--- src/rtl/ccu_chan.sv ---
module ccu_chan #(
  parameter int CNT_W   = 16,
  parameter int SLOT    = 0,
  parameter bit HAS_PIN = 1'b1
) (
  input  logic             clk,
  input  logic             rst_n,
  input  logic [CNT_W-1:0] tmr_a_cnt,
  input  logic             tmr_a_ovf,
  input  logic [CNT_W-1:0] tmr_b_cnt,
  input  logic             tmr_b_ovf,
  input  logic             pin_in,
  input  logic             ctl_we,
  input  logic [15:0]      ctl_wdata,
  input  logic             reg_we,
  input  logic [CNT_W-1:0] reg_wdata,
  output logic             pin_out,
  output logic             irq,
  output logic [CNT_W-1:0] reg_rdata
);
  localparam int LSB = SLOT * 4;

  logic [3:0]       ctl;
  logic [CNT_W-1:0] cc, a_prev, b_prev;
  logic [2:0]       sync;
  logic             fired;

  wire [2:0]       mode     = ctl[2:0];
  wire             use_b    = ctl[3];
  wire [CNT_W-1:0] cnt_sel  = use_b ? tmr_b_cnt : tmr_a_cnt;
  wire [CNT_W-1:0] prev_sel = use_b ? b_prev : a_prev;
  wire             ovf_sel  = use_b ? tmr_b_ovf : tmr_a_ovf;

  wire hit       = (cnt_sel != prev_sel) && (cnt_sel == cc);
  wire once      = mode[2] & mode[1];
  wire fired_eff = fired & ~ovf_sel;
  wire fire      = mode[2] && hit && !(once && fired_eff);

  wire rise = sync[1] & ~sync[2];
  wire fall = ~sync[1] & sync[2];
  wire cap  = (mode == 3'b001 && rise) || (mode == 3'b010 && fall) ||
              (mode == 3'b011 && (rise || fall));

  assign reg_rdata = cc;

  always_ff @(posedge clk or negedge rst_n) begin
    if (!rst_n) begin
      ctl    <= '0;
      cc     <= '0;
      a_prev <= '0;
      b_prev <= '0;
      sync   <= '0;
      fired  <= 1'b0;
      irq    <= 1'b0;
    end else begin
      if (ctl_we) ctl <= ctl_wdata[LSB +: 4];
      if (reg_we)   cc <= reg_wdata;
      else if (cap) cc <= cnt_sel;
      a_prev <= tmr_a_cnt;
      b_prev <= tmr_b_cnt;
      sync   <= {sync[1:0], pin_in};
      fired  <= once ? (fired_eff | hit) : fired_eff;
      irq    <= fire | cap;
    end
  end

  generate
    if (HAS_PIN) begin : g_pin
      logic pin_q;
      always_ff @(posedge clk or negedge rst_n) begin
        if (!rst_n)                        pin_q <= 1'b0;
        else if (mode == 3'b101 && hit)    pin_q <= ~pin_q;
        else if (mode == 3'b111 && hit)    pin_q <= 1'b1;
        else if (mode == 3'b111 && ovf_sel) pin_q <= 1'b0;
      end
      assign pin_out = pin_q;
    end else begin : g_nopin
      assign pin_out = 1'b0;
    end
  endgenerate
endmodule


--- config.mk ---
export PLATFORM = sky130hd
export DESIGN_NAME = ccu_chan
export DESIGN_NICKNAME = d
export VERILOG_FILES = /design/src/rtl/ccu_chan.sv
export SDC_FILE = /design/constraint.sdc
export NUM_CORES = 1
export LEC_CHECK = 0
export BUFFER_PORTS_ARGS = -buffer_cell sky130_fd_sc_hd__buf_2
export CAP_MARGIN = 20
export CORE_AREA = 5 5 79 81
export DETAILED_ROUTE_END_ITERATION = 16
export DIE_AREA = 0 0 84 86
export MAX_ROUTING_LAYER = met4
export PLACE_DENSITY = 0.78
export RECOVER_POWER = 25
export SLEW_MARGIN = 20
export SYNTH_ARGS = -nofsm -noshare
export SYNTH_HDL_FRONTEND = slang
export SYNTH_SLANG_ARGS = --single-unit
--- constraint.sdc ---
create_clock -name clk -period 4 [get_ports clk]
set_clock_uncertainty 0.15 [all_clocks]
set_input_delay 0.4 -clock clk [delete_from_list [all_inputs] [get_ports clk]]
set_output_delay 0.4 -clock clk [all_outputs]
set_load 0.05 [all_outputs]
After elaboration in Yosys (flattened, before gate mapping)
Cells that the tools add are included.

Output and inout port bits: 18. Logic and storage cells: 50. Bits in registers: 58.

Reductions and logical operators: 16. Bitwise operators: 10. Equal/unequal tests: 7. Muxes and demuxes: 9.

Operator list (number): 2-to-1 mux 16 bit (4); equality test 16 bit (1); != test 16 bit (1); logical AND 1 bit (10); equality test 3 x 2 -> 1 bit (second input constant) (2); equality test 3 bit (second input constant) (2); 2-to-1 mux 1 bit (5); bitwise AND 1 bit (4); NOT 1 bit (4); equality test 3 x 1 -> 1 bit (second input constant) (1); logical OR 1 bit (3); nonzero test 3 bit (1); bitwise OR 1 bit (2); nonzero test 2 bit (1); logical NOT 1 bit (1).

Longest topological paths before layout
Depth after elaboration: 7. Gate-level depth with buffers: 9.

Worst setup path after synthesis
No wires, ideal clock.

Path kind: flip-flop to flip-flop. Start: register ctl[3]. End: register g_pin.pin_q, in the netlist pin_out. Buffers on the path: 1. Setup time: 79 ps. Stages on the path, launching flop included: 8. Arrival time: 1646 ps. Slack: 2125 ps. Required time: 3771 ps. Path through: dfrtp_1 > buf_6 > mux2i_1 > xnor2_1 > nor4_1 > nand4_1 > a211oi_2 > mux2i_1.

Word-level cells in the longest chain between the ends: 6. Elaborated cells on any way between the ends: 12. Those cells by class: eq/ne: 2; mux: 5; reduce/logical: 5.

Ends and longest elaborated chain: start: declaration (line 23) `logic [3:0] ctl;`; start signal: assignment (line 56) `if (ctl_we) ctl <= ctl_wdata[LSB +: 4];`; 2-to-1 mux 16 bit, on equally long branches (line 30, 31); != test 16 bit or equality test 16 bit (tied branches) (line 34) `wire hit = (cnt_sel != prev_sel) && (cnt_sel == cc);`; logical AND 1 bit (line 34); logical AND 1 bit (line 73) `else if (mode == 3'b111 && hit) pin_q <= 1'b1;`; 2-to-1 mux 1 bit (line 73); 2-to-1 mux 1 bit (line 72) `else if (mode == 3'b101 && hit) pin_q <= ~pin_q;`; end signal: assignment (line 72); end: declaration (line 69) `logic pin_q;`.

Several ways; a longest one is shown, not always the timed one. A chain may end at the register's enable or synchronous reset.

Final worst setup path
Same ends and word-level chain as after synthesis.

==> results.txt <==
The run finished with clean final reports. The sequential group share of total power is between 40% and 50%. STA classifies the critical path endpoint as a register.

Global routing consumed, on the met2 layer, 28.1% of the routing resources. The fraction of layout instances using a drive strength above 1 came out at 19.9%. The routed layout has 1931 vias. The port buffer count came out at 76. The post-synthesis instance area came out at 2640 um2. Summed over all nets, the half-perimeter wirelength after detailed placement is 4.62 mm.

The initial detailed-routing violation count came out at just under 70. After clock tree synthesis, the repair step resized 0 gates. In this run the worst hold path is classified as input pin to register. The ratio of routed vias to standard cells is 4.96. The final routed wire length divided by cell count came out at 15.3 um. The hold violation count in the final report came out at 0. The worst ir drop on vdd came out at 0.243 mV.

The post-synthesis sequential area ratio is about 55%. Synthesis inferred 58 register bits. The worst-skew pair later-pin latency is 0.33 ns. The portion of the clock cycle consumed by the worst path in the final layout came out at between 60% and 70%.

Per report_power, the combinational group accounts for between 20% and 30% of the total. Setup repair after global routing left no endpoint under its margin. The final estimated routing congestion in global placement came out at 0.792. The total detailed-routing wirelength is 5.95 mm. The post-CTS setup-driven buffer insertion count is 0. The number of antenna repair diodes came out at 0. The internal power component is 0.968 mW.

The initial antenna violation count came to 0. Data arrives at the worst endpoint at 2.77 ns. The count of yosys warnings during synthesis is 0. The deepest level of the CTS H-tree came out at 3.

The met3 demand-to-capacity share in global routing is 4.61%. The upper clock frequency limit came out at 374 MHz. The total setup violations reported at the end of the flow is 0. The data required time of the critical path is 4.10 ns. The unique cell type count in the Yosys netlist is 25. The global-route met1 utilization came out at a little under a quarter. The count of nets left with antenna violations after detail routing came out at 0. The largest net degree at the start of global routing is 34. The cell row count is 27. Traced cell by cell, the critical path runs through mux2i_1 -> xnor2_1 -> nor4_1 -> nand4_1 -> a211oi_2 -> mux2i_1. The analysis attributes to cell leakage a power of around 1.4 nW. The commonest non-fill, non-tap cell in the layout is dfrtp_1. The switching fraction of total power came out at between 30% and 40%.

The total global-route track usage came out at between 10% and 20%. The TritonCTS buffer count came out at 9. The cell family with the largest share of critical-path delay is flip-flops. The number of max-slew violations in the final report is 0. The global-route congestion overflow total came out at 0.

The switching power came out at 0.433 mW. Headroom to the max-slew limit came out at about two fifths. The via count of the first global-routing pass came out at 2023. The most frequent cell on the critical path is mux2i_1. Of the total power, the clock network draws 30.4%. The global-route wire length before repair is 9.83 mm. The net count reported at finish came out at 389.

The cell chosen for the clock root is clkbuf_8. The count of TritonRoute iterations in the first routing pass came out at 4. The synthesized instance count came out at 234. The most crowded layer after global routing is met2. The areal power density over the cells came out at 436 nW/um2. The setup TNS after final layout came out at 0 ns. Before CTS, the worst setup slack after placement is 1.27 ns.

The post-detailed-route DRC marker count came out at 0. On the critical path, the stage with the largest delay is an instance of dfrtp_1. On the worst path, the slowest cell contributes a delay of between 0.9 and 1 ns. The floorplan step set the die width to roughly 84 um.

The clock slew seen by the registers of the worst setup and hold paths came out at roughly 0.060 ns. The synthesis-to-finish area growth came out at 21.6%. The initial utilization of the core area, before any placement, comes to 48.9%. In the layout the commonest cells are 58 x dfrtp_1, 44 x buf_2, 35 x nand2_1.

Together, buffers and inverters on the worst path number 0. In this run the count of I/O pins placed on the die edge is 89. Averaged over all synthesized cells, the footprint is 11.3 um2. The area of the core came out at 5410 um2. The clock passes through at most 2 buffers. The largest fanout on the critical path came out at 18. The smallest clock period supported by the final layout is computed as ~2.7 ns. The transition time at the pin with the least slew margin came out at 0.874 ns.

Synthesis produced a netlist with a net count of 307. The total clock sinks came out at 58. TritonCTS built the clock tree. Across all setup checks in the final design, the least slack found is about 1.3 ns. Across the run, the number of max-cap violations was 0. The die span in y is 86 um. The worst setup path is launched from a register.

The worst setup path is of the register to register kind. The overall die area came out at around 7200 um2.
logic make-up (layout without fill, tap and decap cells):
family	after synthesis	in the layout	synth area share, %
compound gates	39	39	8.14
xor+xnor	48	48	15.9
fa+ha+maj	2	2	0.947
buf+inv	10	93	1.85
flops	58	58	54.9
mux	22	22	8.52
simple gates	55	55	9.71
area by class of cell:
class / count / area [um2]
repair buffers: 79 / 365
multi-input cells: 166 / 1150
well taps: 72 / 90.1
clock inverters: 1 / 5.00
flip-flops and latches: 58 / 1450
clock buffers: 11 / 141
inverters: 2 / 7.51
fillers: 515 / 2190
synth_stat cells:
cell type / n / area (um2)
a21o_1: 1 / 7.51
nand3b_1: 1 / 7.51
nand4b_1: 1 / 8.76
clkbuf_1: 6 / 22.5
ha_1: 2 / 25.0
dfrtp_1: 58 / 1450
o211ai_1: 1 / 7.51
mux2_2: 4 / 45.0
a31o_1: 2 / 17.5
xnor2_1: 32 / 280
and2_1: 1 / 6.26
nand3_1: 1 / 5.00
nor4_1: 9 / 56.3
inv_1: 2 / 7.51
o21ai_1: 1 / 5.00
mux2i_1: 18 / 180
nor2_1: 1 / 3.75
nand4_1: 6 / 37.5
a211oi_2: 1 / 12.5
o21ai_0: 32 / 160
buf_4: 1 / 7.51
nand2_1: 35 / 131
a21oi_1: 1 / 5.00
buf_6: 1 / 11.3
xor2_1: 16 / 140
path summary, 6_finish.rpt:
check                                   startpoint  slack, ns                        to  cells after the start
worst max-delay path            ctl[3]$_DFFE_PN0P_       1.32       pin_out$_DFFE_PN0P_                      6
worst min-delay path                        pin_in       0.02         sync[0]$_DFF_PN0_                      1
worst max register to register  ctl[3]$_DFFE_PN0P_       1.32       pin_out$_DFFE_PN0P_                      6
worst min register to register   sync[0]$_DFF_PN0_       0.20         sync[1]$_DFF_PN0_                      0
max in group asynchronous                    rst_n       2.38  reg_rdata[8]$_DFFE_PN0P_                      3
min in group asynchronous                    rst_n       0.47        ctl[0]$_DFFE_PN0P_                      2
layer usage:
layer	routed length, um	up-vias
li1	-	962
met1	2710	909
met2	2880	53
met3	265	7
met4	93	0
met5	0	-
timing repair:
action                     CTS  global route
hold buffers                 1             0
setup endpoints to repair    0             0
hold endpoints to repair    27             0
sequential cells by signal, summed over array words and instances (netlist names):
name / cells
a_prev: 16
b_prev: 16
reg_rdata: 16
ctl: 4
sync: 3
fired: 1
irq: 1
pin_out: 1
power by group through the flow:
stage	clock network (mW)	logic, mW	registers (mW)
after floorplan	0	0.135	0.744
after global placement	0	0.303	0.678
after detailed placement	0	0.309	0.681
after CTS	0.436	0.311	0.670
after global routing	0.464	0.332	0.677
final	0.427	0.304	0.671
through the flow:
stage | instances | util [%] | power [mW] | hold WS, ns | area (um2)
finish | 389 | 59.5 | 1.40 | 0.0248 | 3210
CTS | 389 | 60.1 | 1.42 | 0.00915 | 3250
global route | 389 | 59.5 | 1.47 | 0.0108 | 3210
global placement | 376 | 57.2 | 0.980 | 0.184 | 3090
detailed placement | 376 | 57.2 | 0.989 | 0.190 | 3090
floorplan | 234 | - | 0.879 | -0.0456 | 2640
Note: power is estimated with default switching activity, not from simulation.
